**config.mk**
```make
export PLATFORM = sky130hd
export DESIGN_NAME = bus_watchdog
export DESIGN_NICKNAME = d
export VERILOG_FILES = /design/src/rtl/wdt_pkg.sv /design/src/rtl/bus_line_sync.sv /design/src/rtl/bus_kick_detect.sv /design/src/rtl/wdt_counter.sv /design/src/rtl/bus_watchdog.sv
export SDC_FILE = /design/constraint.sdc
export NUM_CORES = 1
export LEC_CHECK = 0
export CAP_MARGIN = 20
export CORE_AREA = 5 5 68 70
export CTS_CLUSTER_DIAMETER = 120
export CTS_CLUSTER_SIZE = 28
export DETAILED_ROUTE_END_ITERATION = 12
export DIE_AREA = 0 0 73 75
export PLACE_DENSITY = 0.72
export SLEW_MARGIN = 20
export SYNTH_ARGS = -nofsm -noshare
export SYNTH_HDL_FRONTEND = slang
export SYNTH_SLANG_ARGS = --single-unit
```
**constraint.sdc**
```tcl
create_clock -name clk -period 4.66 [get_ports clk]
set_input_delay 0.932 -clock clk [delete_from_list [all_inputs] [get_ports clk]]
set_output_delay 0.932 -clock clk [all_outputs]
set_load 0.05 [all_outputs]
```
**src/rtl/wdt_pkg.sv**
```systemverilog
`timescale 1ns/1ps
package wdt_pkg;
  typedef enum logic [1:0] {
    WD_SEL_P0  = 2'b00,
    WD_SEL_P1  = 2'b01,
    WD_SEL_P2  = 2'b10,
    WD_SEL_OFF = 2'b11
  } wd_sel_e;

  localparam int BUS_LINES = 2;
  localparam int LINE_SCL  = 1;
  localparam int LINE_SDA  = 0;
endpackage

```
**src/rtl/bus_line_sync.sv**
```systemverilog
`timescale 1ns/1ps
module bus_line_sync #(
  parameter int LINES  = 2,
  parameter int STAGES = 2
) (
  input  logic             clk,
  input  logic             rst_n,
  input  logic [LINES-1:0] line_i,
  output logic [LINES-1:0] line_o
);
  // Idle bus is high, so every stage resets to 1.
  for (genvar g = 0; g < LINES; g++) begin : g_line
    logic [STAGES-1:0] chain_q;
    logic [STAGES-1:0] chain_d;

    always_comb begin
      chain_d = {chain_q[STAGES-2:0], line_i[g]};
    end

    always_ff @(posedge clk or negedge rst_n) begin
      if (!rst_n) chain_q <= '1;
      else        chain_q <= chain_d;
    end

    assign line_o[g] = chain_q[STAGES-1];
  end
endmodule

```
**src/rtl/bus_kick_detect.sv**
```systemverilog
`timescale 1ns/1ps
module bus_kick_detect (
  input  logic clk,
  input  logic rst_n,
  input  logic scl_s,
  input  logic sda_s,
  output logic kick_o
);
  logic scl_p_q, sda_p_q, armed_q;
  logic armed_d;
  logic start_evt, stop_evt;

  // Edge qualification requires SCL high on both samples around the SDA edge.
  always_comb begin
    start_evt = scl_s & scl_p_q & sda_p_q & ~sda_s;
    stop_evt  = scl_s & scl_p_q & ~sda_p_q & sda_s;
    armed_d   = armed_q;
    if (start_evt)     armed_d = 1'b1;
    else if (stop_evt) armed_d = 1'b0;
    kick_o    = stop_evt & armed_q;
  end

  always_ff @(posedge clk or negedge rst_n) begin
    if (!rst_n) begin
      scl_p_q <= 1'b1;
      sda_p_q <= 1'b1;
      armed_q <= 1'b0;
    end else begin
      scl_p_q <= scl_s;
      sda_p_q <= sda_s;
      armed_q <= armed_d;
    end
  end

  AST_NO_DOUBLE_KICK: assert property (@(posedge clk) disable iff (!rst_n)
    kick_o |=> !kick_o);

  AST_START_NOT_KICK: assert property (@(posedge clk) disable iff (!rst_n)
    start_evt |-> !kick_o);
endmodule

```
**src/rtl/wdt_counter.sv**
```systemverilog
`timescale 1ns/1ps
module wdt_counter
  import wdt_pkg::*;
#(
  parameter int PERIOD_T0 = 20_000_000,
  parameter int PERIOD_T1 = 60_000_000,
  parameter int PERIOD_T2 = 140_000_000
) (
  input  logic       clk,
  input  logic       rst_n,
  input  logic [1:0] sel_i,
  input  logic       kick_i,
  output logic       expire_o
);
  localparam int MAX01 = (PERIOD_T0 > PERIOD_T1) ? PERIOD_T0 : PERIOD_T1;
  localparam int MAXP  = (MAX01 > PERIOD_T2) ? MAX01 : PERIOD_T2;
  localparam int CNT_W = $clog2(MAXP + 1);

  logic [CNT_W-1:0] cnt_q, cnt_d, last_d;
  logic [1:0]       sel_q;
  logic             exp_q, exp_d;
  logic             enable, code_chg, restart;

  always_comb begin
    case (sel_i)
      WD_SEL_P0: last_d = CNT_W'(PERIOD_T0 - 1);
      WD_SEL_P1: last_d = CNT_W'(PERIOD_T1 - 1);
      WD_SEL_P2: last_d = CNT_W'(PERIOD_T2 - 1);
      default:   last_d = '0;
    endcase
  end

  always_comb begin
    enable   = (sel_i != WD_SEL_OFF);
    code_chg = (sel_i != sel_q);
    restart  = kick_i | code_chg;
    cnt_d    = cnt_q;
    exp_d    = 1'b0;
    if (!enable) begin
      cnt_d = '0;
    end else if (restart) begin
      cnt_d = '0;
    end else if (cnt_q == last_d) begin
      cnt_d = '0;
      exp_d = 1'b1;
    end else begin
      cnt_d = cnt_q + 1'b1;
    end
  end

  always_ff @(posedge clk or negedge rst_n) begin
    if (!rst_n) begin
      cnt_q <= '0;
      sel_q <= WD_SEL_OFF;
      exp_q <= 1'b0;
    end else begin
      cnt_q <= cnt_d;
      sel_q <= sel_i;
      exp_q <= exp_d;
    end
  end

  assign expire_o = exp_q;

  AST_ONE_CYCLE_PULSE: assert property (@(posedge clk) disable iff (!rst_n)
    expire_o |=> !expire_o);

  AST_OFF_SILENT: assert property (@(posedge clk) disable iff (!rst_n)
    (sel_i == WD_SEL_OFF) |=> !expire_o);

  AST_CHANGE_RESTARTS: assert property (@(posedge clk) disable iff (!rst_n)
    (sel_i != sel_q) |=> (!expire_o && cnt_q == '0));

  AST_KICK_RESTARTS: assert property (@(posedge clk) disable iff (!rst_n)
    kick_i |=> !expire_o);
endmodule

```
**src/rtl/bus_watchdog.sv**
```systemverilog
`timescale 1ns/1ps
module bus_watchdog
  import wdt_pkg::*;
#(
  parameter int PERIOD_T0   = 20_000_000,
  parameter int PERIOD_T1   = 60_000_000,
  parameter int PERIOD_T2   = 140_000_000,
  parameter int SYNC_STAGES = 2
) (
  input  logic       clk,
  input  logic       rst_n,
  input  logic       scl_i,
  input  logic       sda_i,
  input  logic [1:0] period_sel,
  output logic       expire_o
);
  logic [BUS_LINES-1:0] raw_lines, sync_lines;
  logic                 kick;

  assign raw_lines[LINE_SCL] = scl_i;
  assign raw_lines[LINE_SDA] = sda_i;

  bus_line_sync #(.LINES(BUS_LINES), .STAGES(SYNC_STAGES)) u_sync (
    .clk    (clk),
    .rst_n  (rst_n),
    .line_i (raw_lines),
    .line_o (sync_lines)
  );

  bus_kick_detect u_detect (
    .clk    (clk),
    .rst_n  (rst_n),
    .scl_s  (sync_lines[LINE_SCL]),
    .sda_s  (sync_lines[LINE_SDA]),
    .kick_o (kick)
  );

  wdt_counter #(
    .PERIOD_T0 (PERIOD_T0),
    .PERIOD_T1 (PERIOD_T1),
    .PERIOD_T2 (PERIOD_T2)
  ) u_count (
    .clk      (clk),
    .rst_n    (rst_n),
    .sel_i    (period_sel),
    .kick_i   (kick),
    .expire_o (expire_o)
  );
endmodule

```
==> impl_results.md <==
- Number of warnings issued by yosys: 0
- Core Box Area: just under 4000 sq um
- Clock share of power: 0.467
- FF-to-FF setup slack: between 2000 and 2500 ps
- Area of all placed cells without fillers: 2147 sq um
- Diode count: 0
- CP Data Required Time: around 4800 ps
- Layout overhead on the synthesized area: 13.12%
- Critical setup path kind: input port to register
- Total power: roughly 0.7 mW
- Global-route total usage across every layer: 0.1476
- Number of antenna violations at the first check in global routing: 0
- Clock latency of the later-clocked register in the worst-skew pair: approximately 300 ps
- Maximum number of pins on one net before global-route repair: 39
- Net count of the mapped netlist: ~190
- RSZ-0062 raised after global routing: no
- Minimum clock period after layout: between 3000 and 4000 ps
- Initial core utilization: 0.4850
- Number of H-tree levels: 2
- Routed Antenna Nets: 0
- Final setup TNS: 0 ps
- Maximum fanout encountered on the critical timing path: 21
- Worst clock skew on the final layout: 4.391 ps
- Number of cells on the worst hold path: 0
- Top-Level Pins: 7
- Number of hold violations in the final report: 0
- Worst Hold Path EP: u_sync.g_line[0].chain_q[1]$_DFF_PN1_
- Worst IR Drop VDD: about 0.22 mV
- TritonCTS clock tree: built
- Die X-Extent: around 73 microns
- Transition time at the pin with the least slew margin: approximately 730 ps
- DRC violation count after routing: 0
- Share of the synthesized area in the top cell type: 0.3955
- Post-CTS clock slew at the launch and capture registers of the worst setup and hold paths: 70 ps
- Maximum capacitance violations: 0
- Dominant cells by area after synthesis: sky130_fd_sc_hd__dfrtp_1 (40%), sky130_fd_sc_hd__dfstp_2 (11%), sky130_fd_sc_hd__xor2_1 (9.7%)
- Worst min-delay path category: register to register
- Final-layout fill cell count: about 360
- Vias per Instance: 5.535
- Routability congestion estimate: 0.7917
- Leftover overflow at the end of global routing: 0
- Total wirelength of the detailed-routed design: about 3500 microns
- Yosys top cell by area: sky130_fd_sc_hd__dfrtp_1
- Compound-cell area share of the yosys netlist: 0.03691
- Sequential element share of the synthesized area: 0.5063
- Number of buffers added by the clock tree synthesis step: 5
- Most common cell after layout, fill and taps aside: sky130_fd_sc_hd__nor2_1
- Largest family of logic cells by synthesized area: simple AND/OR/NAND/NOR gates
- Final cycle utilization of the critical path: 0.7028
- Number of DRC markers after the initial detailed-route iteration: 54
- Data arrival time of the critical path: around 3400 ps
- Switching Fraction: 0.2062
- Share of the core filled with cells: 0.5486
- Total net switching power: approximately 0.15 mW
- Slew Viols, Final: 0
- Number of resized instances in the post-cts repair step: 0
- First-pass DRT Iterations: 4
- Cell variety after synth: 28
- Number of buffers added on ports: 6
- Cell-internal power: around 0.57 mW
- Simple logic cell fraction of the synthesized area: 0.2380
- DP HPWL: between 2000 and 2500 microns
- Worst-case reg-to-reg path depth: 5
- Rows: 23
- Slew margin rel.: 0.5101
- Worst Hold Launch: u_sync.g_line[0].chain_q[0]$_DFF_PN1_
- Post-placement cell area: 2009 sq um
- Fraction of layout cells with a size suffix above 1: 0.1192
- Leak: 0.8952 nW
- Sequential group share of total power: 0.478
- Cell count after synthesis: between 150 and 200
- FF+latch count, synth: 38
- Area of the die: 5475 sq um
- Clock root buffer master: sky130_fd_sc_hd__clkbuf_8
- Number of nets in the layout: ~200
- Total vias in the final route: 1345
- Maximum clock frequency: roughly 310 MHz
- P per Cell Area: 332.7 nW/um^2
- Xor and xnor fraction of the mapped netlist area: 0.1430
- Critical R2R Launch: u_count.cnt_q[14]$_DFF_PN0_
- Number of global-route vias before repair: approximately 1400
- Worst setup EP type: register
- Wire length of the first global-routing pass: between 6000 and 7000 microns
- Combinational power share: 0.055
- Height of the chip: 75 microns
- Count of hold buffers inserted by post-cts repair: 0
- Mapped Area: roughly 1900 sq um
- Final setup vio count: 0
- Type of origin of the critical path: input port
- Adder-cell area share of the yosys netlist: 0.03955
- Commonest non-fill, non-tap cells in the layout: sky130_fd_sc_hd__nor2_1 (35), sky130_fd_sc_hd__dfrtp_1 (30), sky130_fd_sc_hd__xor2_1 (21)
- Endpoint of the lowest-slack register-to-register path: u_count.cnt_q[24]$_DFF_PN0_
- CTS sink cnt: 38
- Fraction of synthesized area in multiplexers: 0.01055
- Worst hold margin: approximately 360 ps
- Average cell area after synthesis: about 11 sq um
- Total setup buffers inserted after CTS: 0
- Status: completed
- Buffer levels on the longest clock path: 2
- Routed len/inst: 14.30 microns
==> registers in the layout, indices dropped and copies added, names as in the netlist <==
register / count
u_count.expire_o: 1
u_detect.sda_p_q: 1
u_sync.g_line.chain_q: 4
u_detect.armed_q: 1
u_count.sel_q: 2
u_detect.scl_p_q: 1
u_count.cnt_q: 28
==> per-layer routing <==
metal | global-route usage | share of wire | vias up | routed length, microns
met5 | 0 | 0 | - | 0
met4 | 0.06352 | 0.020 | 0 | 70
met3 | 0.04406 | 0.037 | 8 | 127
met2 | 0.2363 | 0.49 | 21 | 1687
met1 | 0.1859 | 0.46 | 671 | 1590
li1 | - | - | 645 | -
==> cells by family (layout without fill, tap and decap cells) <==
family / after synthesis / in the layout
flops: 38 / 38
fa+ha+maj: 6 / 6
buf+inv: 9 / 22
compound gates: 7 / 7
simple gates: 87 / 87
mux: 2 / 2
xor+xnor: 31 / 31
==> worst max-delay path: stages <==
cell and delay (ps):
sky130_fd_sc_hd__clkdlybuf4s50_1 610, sky130_fd_sc_hd__inv_1 160, sky130_fd_sc_hd__ha_1 270, sky130_fd_sc_hd__or4_1 500, sky130_fd_sc_hd__mux2i_1 160, sky130_fd_sc_hd__nand4b_1 200, sky130_fd_sc_hd__o21bai_4 500, sky130_fd_sc_hd__nor2_1 110
==> layout make-up <==
| cell class | count | area, sq um | area share |
|---|---|---|---|
| clock inverter | 3 | 68.82 | 0.03205 |
| tap | 50 | 62.56 | 0.02914 |
| inverter | 6 | 22.52 | 0.01049 |
| multi-input combinational | 133 | 888.4 | 0.4138 |
| sequential | 38 | 960.9 | 0.4476 |
| clock buffer | 5 | 68.82 | 0.03205 |
| timing repair buffer | 8 | 75.07 | 0.03497 |
==> power by group through the flow <==
stage	logic, mW	clock network, mW	registers (mW)
after CTS	0.0406	0.341	0.342
after global routing	0.0451	0.357	0.342
after detailed placement	0.0407	0	0.348
final	0.0396	0.333	0.341
after global placement	0.0392	0	0.347
after floorplan	0.0244	0	0.347
==> synthesized netlist by cell type <==
| master | count |
|---|---|
| sky130_fd_sc_hd__nor4_1 | 2 |
| sky130_fd_sc_hd__clkbuf_1 | 1 |
| sky130_fd_sc_hd__buf_6 | 2 |
| sky130_fd_sc_hd__and3_1 | 7 |
| sky130_fd_sc_hd__nor2_1 | 35 |
| sky130_fd_sc_hd__a21oi_1 | 2 |
| sky130_fd_sc_hd__dfrtp_1 | 30 |
| sky130_fd_sc_hd__nand4_1 | 12 |
| sky130_fd_sc_hd__nand4b_1 | 1 |
| sky130_fd_sc_hd__a311oi_1 | 1 |
| sky130_fd_sc_hd__inv_1 | 6 |
| sky130_fd_sc_hd__and2_1 | 1 |
| sky130_fd_sc_hd__xor2_1 | 21 |
| sky130_fd_sc_hd__nor4_2 | 3 |
| sky130_fd_sc_hd__o221ai_2 | 1 |
| sky130_fd_sc_hd__mux2i_1 | 2 |
| sky130_fd_sc_hd__nand3_1 | 12 |
| sky130_fd_sc_hd__o311ai_1 | 1 |
| sky130_fd_sc_hd__nand2_1 | 6 |
| sky130_fd_sc_hd__nand3b_1 | 1 |
| sky130_fd_sc_hd__xnor2_1 | 10 |
| sky130_fd_sc_hd__dfstp_2 | 8 |
| sky130_fd_sc_hd__nor3_1 | 3 |
| sky130_fd_sc_hd__or4_1 | 3 |
| sky130_fd_sc_hd__and4_1 | 1 |
| sky130_fd_sc_hd__o32ai_1 | 1 |
| sky130_fd_sc_hd__ha_1 | 6 |
| sky130_fd_sc_hd__o21bai_4 | 1 |
==> worst max path at each step <==
| stage | from | slack (ps) | end | cells after the start |
|---|---|---|---|---|
| after global placement | period_sel[0] | 1160 | u_count.cnt_q[16]$_DFF_PN0_ | 8 |
| after floorplan | period_sel[0] | 2200 | u_count.cnt_q[23]$_DFF_PN0_ | 8 |
| after global routing | period_sel[0] | 1220 | u_count.cnt_q[24]$_DFF_PN0_ | 8 |
| after detailed placement | period_sel[0] | 1080 | u_count.cnt_q[10]$_DFF_PN0_ | 8 |
| final | period_sel[0] | 1380 | u_count.cnt_q[24]$_DFF_PN0_ | 8 |
| after CTS | period_sel[0] | 1400 | u_count.cnt_q[16]$_DFF_PN0_ | 8 |
==> through the flow <==
| stage | cells | setup WS [ps] |
|---|---|---|
| after floorplan | 180 | 2197 |
| after global placement | 235 | 1162 |
| after detailed placement | 235 | 1079 |
| after CTS | 243 | 1402 |
| after global routing | 243 | 1217 |
| final | 243 | 1385 |
(Power assumes the default switching activity.)
